`src/rtl/eit_pkg.sv`:
```
package eit_pkg;

    typedef enum logic [1:0] {
        ST_IDLE  = 2'd0,
        ST_ARMED = 2'd1,
        ST_COUNT = 2'd2,
        ST_DONE  = 2'd3
    } eit_state_e;

    typedef struct packed {
        logic a_rise;
        logic a_fall;
        logic b_rise;
        logic b_fall;
    } eit_edges_t;

    localparam int SEL_W = 3;

    // Start table: A rise, A fall, B rise, B fall, A any, B any.
    function automatic logic start_match(input logic [SEL_W-1:0] code,
                                         input eit_edges_t ev);
        case (code)
            3'd0:    start_match = ev.a_rise;
            3'd1:    start_match = ev.a_fall;
            3'd2:    start_match = ev.b_rise;
            3'd3:    start_match = ev.b_fall;
            3'd4:    start_match = ev.a_rise | ev.a_fall;
            3'd5:    start_match = ev.b_rise | ev.b_fall;
            default: start_match = 1'b0;
        endcase
    endfunction

    // Stop table: B rise, B fall, A rise, A fall, A any, B any.
    function automatic logic stop_match(input logic [SEL_W-1:0] code,
                                        input eit_edges_t ev);
        case (code)
            3'd0:    stop_match = ev.b_rise;
            3'd1:    stop_match = ev.b_fall;
            3'd2:    stop_match = ev.a_rise;
            3'd3:    stop_match = ev.a_fall;
            3'd4:    stop_match = ev.a_rise | ev.a_fall;
            3'd5:    stop_match = ev.b_rise | ev.b_fall;
            default: stop_match = 1'b0;
        endcase
    endfunction

endpackage

```
`src/rtl/eit_sync.sv`:
```
module eit_sync #(
    parameter int STAGES = 2,
    parameter int W      = 2
) (
    input  logic         clk,
    input  logic         rst,
    input  logic [W-1:0] async_i,
    output logic [W-1:0] sync_o
);
    logic [W-1:0] stage_q [STAGES];

    always_ff @(posedge clk) begin
        if (rst) begin
            for (int i = 0; i < STAGES; i++) stage_q[i] <= '0;
        end else begin
            stage_q[0] <= async_i;
            for (int i = 1; i < STAGES; i++) stage_q[i] <= stage_q[i-1];
        end
    end

    assign sync_o = stage_q[STAGES-1];
endmodule

```
`src/rtl/eit_edge.sv`:
```
module eit_edge
    import eit_pkg::*;
(
    input  logic       clk,
    input  logic       rst,
    input  logic [1:0] lvl_i,   // [0] = A, [1] = B
    output eit_edges_t ev_o
);
    logic [1:0] prev_q;

    always_ff @(posedge clk) begin
        if (rst) prev_q <= '0;
        else     prev_q <= lvl_i;
    end

    always_comb begin
        ev_o.a_rise = lvl_i[0] & ~prev_q[0];
        ev_o.a_fall = ~lvl_i[0] & prev_q[0];
        ev_o.b_rise = lvl_i[1] & ~prev_q[1];
        ev_o.b_fall = ~lvl_i[1] & prev_q[1];
    end
endmodule

```
`src/rtl/eit_fsm.sv`:
```
module eit_fsm
    import eit_pkg::*;
#(
    parameter int CNT_W = 32
) (
    input  logic             clk,
    input  logic             rst,
    input  logic             run_i,
    input  logic             start_i,
    input  logic             stop_i,
    output logic             done_o,
    output logic [CNT_W-1:0] result_o
);
    localparam logic [CNT_W-1:0] CNT_MAX = {CNT_W{1'b1}};

    eit_state_e       state_q;
    logic [CNT_W-1:0] cnt_q;
    logic [CNT_W-1:0] res_q;
    logic [CNT_W-1:0] cnt_inc;

    assign cnt_inc = (cnt_q == CNT_MAX) ? cnt_q : cnt_q + CNT_W'(1);

    always_ff @(posedge clk) begin
        if (rst || !run_i) begin
            state_q <= ST_IDLE;
            cnt_q   <= '0;
            res_q   <= '0;
        end else begin
            case (state_q)
                ST_IDLE:  state_q <= ST_ARMED;
                ST_ARMED: if (start_i) begin
                    state_q <= ST_COUNT;
                    cnt_q   <= '0;
                end
                ST_COUNT: if (stop_i) begin
                    state_q <= ST_DONE;
                    res_q   <= cnt_inc;
                end else begin
                    cnt_q <= cnt_inc;
                end
                ST_DONE:  state_q <= ST_DONE;
                default:  state_q <= ST_IDLE;
            endcase
        end
    end

    assign done_o   = (state_q == ST_DONE);
    assign result_o = res_q;

    p_disarm_clear_r6: assert property (@(posedge clk) disable iff (rst)
        !run_i |=> (!done_o && result_o == '0));

    p_done_hold_r5: assert property (@(posedge clk) disable iff (rst)
        (run_i && done_o) |=> (done_o && $stable(result_o)));

    p_stop_before_start_r8: assert property (@(posedge clk) disable iff (rst)
        (run_i && state_q == ST_ARMED) |=> !done_o);

    p_start_ignored_r9: assert property (@(posedge clk) disable iff (rst)
        (run_i && state_q == ST_COUNT && !stop_i) |=> (state_q == ST_COUNT && cnt_q != '0));

    p_no_overflow_r10: assert property (@(posedge clk) disable iff (rst)
        (run_i && state_q == ST_COUNT && cnt_q == CNT_MAX && !stop_i) |=> (cnt_q == CNT_MAX));
endmodule

```
`src/rtl/edge_interval_timer.sv`:
```
module edge_interval_timer
    import eit_pkg::*;
#(
    parameter int unsigned CLK_HZ      = 50_000_000,
    parameter int          CNT_W       = 32,
    parameter int          SYNC_STAGES = 2
) (
    input  logic             clk,
    input  logic             rst,
    input  logic             blk_en,
    input  logic             meas_arm,
    input  logic [2:0]       start_sel,
    input  logic [2:0]       stop_sel,
    input  logic             sig_a,
    input  logic             sig_b,
    output logic [31:0]      clk_freq_hz,
    output logic             meas_done,
    output logic [CNT_W-1:0] meas_count
);
    logic [1:0] lvl;
    eit_edges_t ev;
    logic       run, start_hit, stop_hit;

    eit_sync #(.STAGES(SYNC_STAGES), .W(2)) u_sync (
        .clk(clk), .rst(rst), .async_i({sig_b, sig_a}), .sync_o(lvl)
    );

    eit_edge u_edge (
        .clk(clk), .rst(rst), .lvl_i(lvl), .ev_o(ev)
    );

    assign run       = blk_en & meas_arm;
    assign start_hit = start_match(start_sel, ev);
    assign stop_hit  = stop_match(stop_sel, ev);

    eit_fsm #(.CNT_W(CNT_W)) u_fsm (
        .clk(clk), .rst(rst), .run_i(run),
        .start_i(start_hit), .stop_i(stop_hit),
        .done_o(meas_done), .result_o(meas_count)
    );

    assign clk_freq_hz = CLK_HZ;

    p_bad_code_r11: assert property (@(posedge clk) disable iff (rst)
        (stop_sel > 3'd5 && !meas_done) |=> (!meas_done || $past(stop_sel) <= 3'd5 || !$past(run)) || (stop_sel <= 3'd5));

    p_freq_const_r12: assert property (@(posedge clk) disable iff (rst)
        clk_freq_hz == CLK_HZ);
endmodule

```
`config.mk`:
```
export PLATFORM = sky130hd
export DESIGN_NAME = edge_interval_timer
export DESIGN_NICKNAME = d
export VERILOG_FILES = /design/src/rtl/eit_pkg.sv /design/src/rtl/eit_sync.sv /design/src/rtl/eit_edge.sv /design/src/rtl/eit_fsm.sv /design/src/rtl/edge_interval_timer.sv
export SDC_FILE = /design/constraint.sdc
export NUM_CORES = 1
export LEC_CHECK = 0
export BUFFER_PORTS_ARGS = -buffer_cell sky130_fd_sc_hd__buf_2
export CORE_ASPECT_RATIO = 2
export CORE_MARGIN = 2
export CORE_UTILIZATION = 55
export DETAILED_ROUTE_END_ITERATION = 8
export PLACE_DENSITY = 0.91
export SLEW_MARGIN = 15
export SYNTH_ARGS = -nofsm -noshare
export SYNTH_HDL_FRONTEND = slang
export SYNTH_HIERARCHICAL = 1
export SYNTH_SLANG_ARGS = --single-unit
```
`constraint.sdc`:
```
create_clock -name clk -period 3.8 [get_ports clk]
set_clock_uncertainty 0.15 [all_clocks]
set_input_delay 0.57 -clock clk [delete_from_list [all_inputs] [get_ports clk]]
set_output_delay 0.57 -clock clk [all_outputs]
set_load 0.02 [all_outputs]
```
==> results of run 1 <==
through the flow:
stage | util, % | worst slack, ns | cells | instance area [um2]
finish | 63.9 | 0.784 | 590 | 4400
global route | 63.9 | 0.463 | 590 | 4400
CTS | 63.9 | 0.783 | 590 | 4400
detailed placement | 58.2 | 0.642 | 574 | 4010
global placement | 58.2 | 0.846 | 574 | 4010
floorplan | - | 0.961 | 494 | 3980
synthesized netlist by cell type, types with 3 or more instances:
| cell | n | area (um2) |
|---|---|---|
| nand4_1 | 6 | 37.5 |
| a311oi_1 | 3 | 26.3 |
| nor2_1 | 26 | 97.6 |
| mux2i_1 | 5 | 50.1 |
| xor2_1 | 7 | 61.3 |
| and2_1 | 4 | 25.0 |
| xnor2_1 | 17 | 149 |
| dfxtp_1 | 72 | 1440 |
| nand2b_1 | 4 | 25.0 |
| nor3_2 | 3 | 30.0 |
| buf_4 | 34 | 255 |
| nand2_1 | 41 | 154 |
| nor2b_1 | 11 | 68.8 |
| inv_1 | 5 | 18.8 |
| o31ai_1 | 7 | 52.6 |
| buf_2 | 6 | 30.0 |
| o21ai_0 | 44 | 220 |
| clkbuf_1 | 19 | 71.3 |
| a211oi_1 | 11 | 82.6 |
| and3_1 | 8 | 50.1 |
| a31oi_1 | 13 | 81.3 |
| a21oi_1 | 31 | 155 |
| nor3_1 | 11 | 55.1 |
| a21o_1 | 3 | 22.5 |
| o311ai_0 | 4 | 35.0 |
| nand3_1 | 16 | 80.1 |
| o21a_1 | 3 | 22.5 |
| or3_1 | 4 | 25.0 |
layout make-up:
| type | count | area (um2) |
|---|---|---|
| flip-flops and latches | 72 | 1440 |
| multi-input cells | 356 | 2160 |
| fillers | 584 | 2490 |
| clock buffers | 9 | 225 |
| repair buffers | 51 | 273 |
| inverters | 5 | 18.8 |
| clock inverters | 7 | 166 |
| well taps | 90 | 113 |
power by group through the flow:
| stage | Sequential, mW | Combinational [mW] | Clock (mW) |
|---|---|---|---|
| 2_1_floorplan | 0.776 | 0.0773 | 0 |
| 3_3_place_gp | 0.776 | 0.0630 | 0 |
| 3_5_place_dp | 0.776 | 0.0649 | 0 |
| 4_1_cts | 0.760 | 0.0655 | 1.11 |
| 5_1_grt | 0.760 | 0.0722 | 1.15 |
| 6_report | 0.760 | 0.0664 | 1.10 |
logic make-up (layout without fill, tap and decap cells):
family                     Yosys count  in the layout  synth area share (%)
DFF                                 72             72                  37.2
other                                2             32                 0.194
muxes                                6              6                  1.58
xor gates and xnor gates            24             24                  5.43
buffers and inverters               66             72                  9.89
AOI/OAI and AO/OA                  135            135                  22.2
adders and majority gates            1              1                 0.323
and+or+nand+nor                    158            158                  23.2
flip-flops by register name, indices dropped and copies added, names as in the netlist:
name            count
u_fsm/cnt_q        32
u_fsm/result_o     32
u_sync/stage_q      4
u_edge/prev_q       2
u_fsm/state_q       2
metal layers:
| layer | GRT usage (%) | vias up |
|---|---|---|
| met2 | 44.9 | 156 |
| li1 | - | 1677 |
| met4 | 17.4 | 0 |
| met3 | 5.04 | 33 |
| met5 | 0 | - |
| met1 | 24.5 | 1668 |
worst max path at each step:
stage | endpoint | from | slack, ns | depth (start not counted)
after detailed placement | u_fsm/cnt_q[11] | stop_sel[0] | 0.64 | 10
final | u_fsm/cnt_q[11] | u_sync/stage_q[0][3] | 0.78 | 9
after global routing | u_fsm/cnt_q[11] | u_sync/stage_q[0][3] | 0.46 | 9
after floorplan | u_fsm/cnt_q[3] | stop_sel[0] | 0.96 | 12
after CTS | u_fsm/cnt_q[11] | u_sync/stage_q[0][3] | 0.78 | 9
after global placement | u_fsm/cnt_q[7] | stop_sel[0] | 0.85 | 10
critical path: stages, from the launching register on:
cell	delay, ns
dfxtp_1	0.34
nor2b_1	0.29
a211oi_1	0.14
o41ai_2	0.47
or3b_1	0.29
o21ai_0	0.23
or2_2	0.35
inv_1	0.34
o311ai_0	0.23
o31ai_1	0.10
==> flow_summary.toml, run 1 <==
[worst_setup_path]
cp_max_fo = 15
critPathKind = "flip-flop to flip-flop"
start_kind = "flip-flop"
reg2regPathDepth = 9
crit_arrival_ns = 3.11
worst-r2r-setup-slack_ns = 0.78
worstSetupEndpointType = "flip-flop"
r2r-start = "u_sync/stage_q[0][3]"
r2r-end = "u_fsm/cnt_q[11]"
critPathRequiredTime_ns = 3.89

[route]
num_vias = 3534
wl_met3_um = 490
wl_per_cell_um = 15.9
drt-total-wl_um = 9410
drc = 0
avgViaCountPerCell = 5.99
met1_length_um = 3430
ant_nets = 0
dr.max_layer_used = "met4"
first_pass_iters = 6
met2_length_um = 5040
drt_iter0_drc = 219

[power]
p_comb_share_pct = 3.4
internal_power_mw = 1.55
power_mw = 1.93
switching_power_mw = 0.375
power.share.switching_pct = 19.5
p_per_area_nw_per_um2 = 438
peakVddDrop_mv = 0.260
p_seq_share_pct = 39.5
leakagePower_nw = 1.68
pwr-share-clk_pct = 57.1

[die]
die_x_um = 63.3
start_util_pct = 56.2
core_area_um2 = 6890
dieArea_um2 = 7770
row_count = 43
die_h_um = 123
pin_count = 77

[timing]
rsz0062_at_grt = "no"
post-route-period-util_pct = 79.4
hold_viol_final = 0
whs_ns = 0.287
setup_violations = 0
worst_pin_slew_ns = 0.740
slew_viol_final = 0
timing.final.crit_period_ns = 3.02
setup_tns_ns = 0
timing.slew.headroom_pct = 50.5
clock.fmax_mhz = 332

[run_status]
status = "finished clean"

[cells_and_area]
drive_above_1_share_pct = 17.4
fin_nets = 508
layout_commonest_cell = "dfxtp_1"
layout_common_cells = "72 x dfxtp_1, 44 x o21ai_0, 44 x buf_2"
area_growth_pct = 13.6
diodes = 0

[grt]
antenna_found_initial = 0
grt_pass1_wl_um = 15000
grt.total_usage_pct = 24.7
grt_max_degree = 32
grt_pass1_vias = 3201
grt_overflow = 0

[worst_hold_path]
holdCritStartpoint = "u_sync/stage_q[0][1]"
hp-class = "flip-flop to flip-flop"
min_to = "u_sync/stage_q[0][3]"
min_path_cells = 1

[clocking]
postCtsSetupRepairBufs = 0
root_buffer = "clkbuf_16"
clock_latency_ns = 0.33
ctsHoldBuffers = 0
cts_made_buffers = 9
cts_tree = "yes"
path_clk_slew_ns = 0.06
clock_sinks = 72
cts_resized = 0
clock_path_buffers = 2
h-tree-depth = 3

[place]
dp_hpwl_um = 6600
place_congestion = 0.911
portBuffers = 44

[synthesis]
synth-main-ff-cell = "dfxtp_1"
yosys_register_bits = 72
synth_warnings = 6
ys_types = 64
synth_edf_count = 0
synth_seq_area_share_pct = 37.2
mappedNetlistArea_um2 = 3870
avgSynthCellArea_um2 = 8.34
syn_inst = 464
async_flop_share_pct = 0

[flow_run]
drv_cap = 0
Note: power is estimated with default switching activity, not from simulation.
==> run 2: changes to the inputs <==
Settings changed: ABC_AREA set to 1, CORE_UTILIZATION 55 to 51, PLACE_DENSITY 0.91 to 0.88.
Clock period 3.8 ns to 2.7 ns, I/O delays scaled along.
==> run 2 against run 1 <==
Wire length rose by 20%. Critical path type unchanged. Power up 27%. Area after synthesis grew 8.2%. Count of clock-buffer cells in the layout increased by 2. Sequential cell count is the same. Sequential share of layout area down 1.9 points. Core utilization fell by 5.1 points. Final area is 6.1% higher. Combinational power rose by 42%. Global-route usage grew 2.1 points. Die area is 16% higher. Largest power group unchanged.
==> flow_summary.toml, run 2 <==
[worst_setup_path]
worstSetupEndpointType = "flip-flop"
path_cells = "ha_1 > inv_2 > nor2_4 > nand2_4 > nor2_8 > nand2_4 > nand2_1 > o21ai_1 > o21bai_1 > inv_1"
cp_max_fo = 32
critPathBufInv = 2
path_common_cell = "nand2_4"
critPathMaxStageDelay_ns = 0.44
critPathTopFamily = "simple AND/OR/NAND/NOR gates"
slowest_stage = "dfxtp_1"
critPathRequiredTime_ns = 2.78
crit_arrival_ns = 2.40
start_kind = "flip-flop"
critPathKind = "flip-flop to flip-flop"

[timing]
rsz0062_at_grt = "no"
post-route-period-util_pct = 85.8
hold_viol_final = 0
setup_violations = 0
setup_tns_ns = 0
slew_viol_final = 0
timing.final.crit_period_ns = 2.32
timing.slew.headroom_pct = 62.1
worst_pin_slew_ns = 0.568
clock.fmax_mhz = 432

[clocking]
h-tree-depth = 3
cts_tree = "yes"
clock_sinks = 72
clock_path_buffers = 2
clock_latency_ns = 0.34
root_buffer = "clkbuf_16"
cts_made_buffers = 9
path_clk_slew_ns = 0.06
postCtsSetupRepairBufs = 0
cts_resized = 0
ctsHoldBuffers = 0

[route]
ant_nets = 0
num_vias = 4005
drc = 0
first_pass_iters = 5
drt_iter0_drc = 202
wl_per_cell_um = 14.5
avgViaCountPerCell = 5.13
drt-total-wl_um = 11300

[synthesis]
synth_warnings = 6
synth_edf_count = 0
mappedNetlistArea_um2 = 4190
synth_top_area_cell = "dfxtp_1"
yosys-top-cells-area = "dfxtp_1 34%, nand2_1 16%, nor2_1 7.9%"
syn_inst = 641
synth-main-ff-cell = "dfxtp_1"
synth_seq_area_share_pct = 34.4
yosys_register_bits = 72
yosysMostFrequentCell = "nand2_1"
async_flop_share_pct = 0
synth_top_area_share_pct = 34.4
synthTopCellsByCount = "181 x nand2_1, 88 x nor2_1, 73 x inv_1"
avgSynthCellArea_um2 = 6.54
ys_types = 32

[die]
start_util_pct = 52.7
dieArea_um2 = 9000
row_count = 46
pin_count = 77
die_x_um = 68.1
die_h_um = 132
core_area_um2 = 7940

[grt]
grt.total_usage_pct = 26.8
grt_pass1_vias = 3845
grt_overflow = 0
antenna_found_initial = 0
grt_pass1_wl_um = 18200
grt_max_degree = 33

[power]
leakagePower_nw = 2.20
power_mw = 2.45
p_per_area_nw_per_um2 = 524
peakVddDrop_mv = 0.499

[cells_and_area]
n_fill_cell = 758
area_growth_pct = 11.4
diodes = 0
layout_commonest_cell = "nand2_1"
final_area_um2 = 4670
layout_common_cells = "181 x nand2_1, 88 x nor2_1, 73 x inv_1"
fin_cells = 781
fin_nets = 693
utilization_pct = 58.7
multi_input_area_um2 = 2220
drive_above_1_share_pct = 15.8
seq_area_um2 = 1440

[place]
place_area_um2 = 4340
portBuffers = 44
place_congestion = 0.922
dp_cells = 765
dp_hpwl_um = 8210

[worst_hold_path]
hp-class = "primary input to flip-flop"

[run_status]
status = "finished clean"

[flow_run]
drv_cap = 0
## run 2: through the flow
stage	hold WS [ns]	setup WS, ns
2_1_floorplan	0.238	0.777
3_3_place_gp	0.244	0.467
5_1_grt	0.145	0.201
3_5_place_dp	0.255	0.407
6_report	0.134	0.385
4_1_cts	0.124	0.400
## run 2: layer usage
metal / part of all wire (%) / wire, um / global-route usage [%] / vias up
met5: 0 / 0 / 0 / -
met4: 3.2 / 367 / 12.4 / 0
met3: 4.3 / 486 / 4.27 / 20
met2: 55 / 6190 / 48.7 / 130
met1: 38 / 4260 / 28.4 / 1837
li1: - / - / - / 2018
## run 2: path summary, 6_finish.rpt
path / from / to / slack (ns) / cells after the start
hold reg to reg: u_sync/stage_q[0][1] / u_sync/stage_q[0][3] / 0.26 / 2
hold / removal: sig_a / u_sync/stage_q[0][0] / 0.13 / 3
setup / recovery: u_fsm/cnt_q[0] / u_fsm/result_o[1] / 0.38 / 10
setup reg to reg: u_fsm/cnt_q[0] / u_fsm/result_o[1] / 0.38 / 10
## run 2: final cells by class
cell class / instances / area share (%)
Clock buffer: 11 / 5.20
Clock inverter: 5 / 1.72
Multi-Input combinational cell: 469 / 47.6
Timing Repair Buffer: 51 / 5.85
Tap cell: 96 / 2.57
Inverter: 77 / 6.19
Sequential cell: 72 / 30.9
## run 2: worst reg2reg max path: stages, from the launching register on
cell and delay [ns]:
dfxtp_1 0.44, ha_1 0.34, inv_2 0.09, nor2_4 0.20
nand2_4 0.10, nor2_8 0.15, nand2_4 0.29, nand2_1 0.16
o21ai_1 0.09, o21bai_1 0.14, inv_1 0.05
## run 2: power by group
part | switching (mW) | internal [mW]
clock network | 0.450 | 0.832
logic | 0.0771 | 0.0170
registers | 0.00217 | 1.07
total | 0.529 | 1.92
## run 2: logic make-up (layout without fill, tap and decap cells)
kind of cell    Yosys count  count (layout)  synth area share [%]
compound gates           98              98                  13.5
xor+xnor                  2               2                 0.418
fa+ha+maj                 1               1                 0.299
buf+inv                 130             144                  15.3
flops                    72              72                  34.4
other cells               2              32                 0.179
simple gates            336             336                  35.9
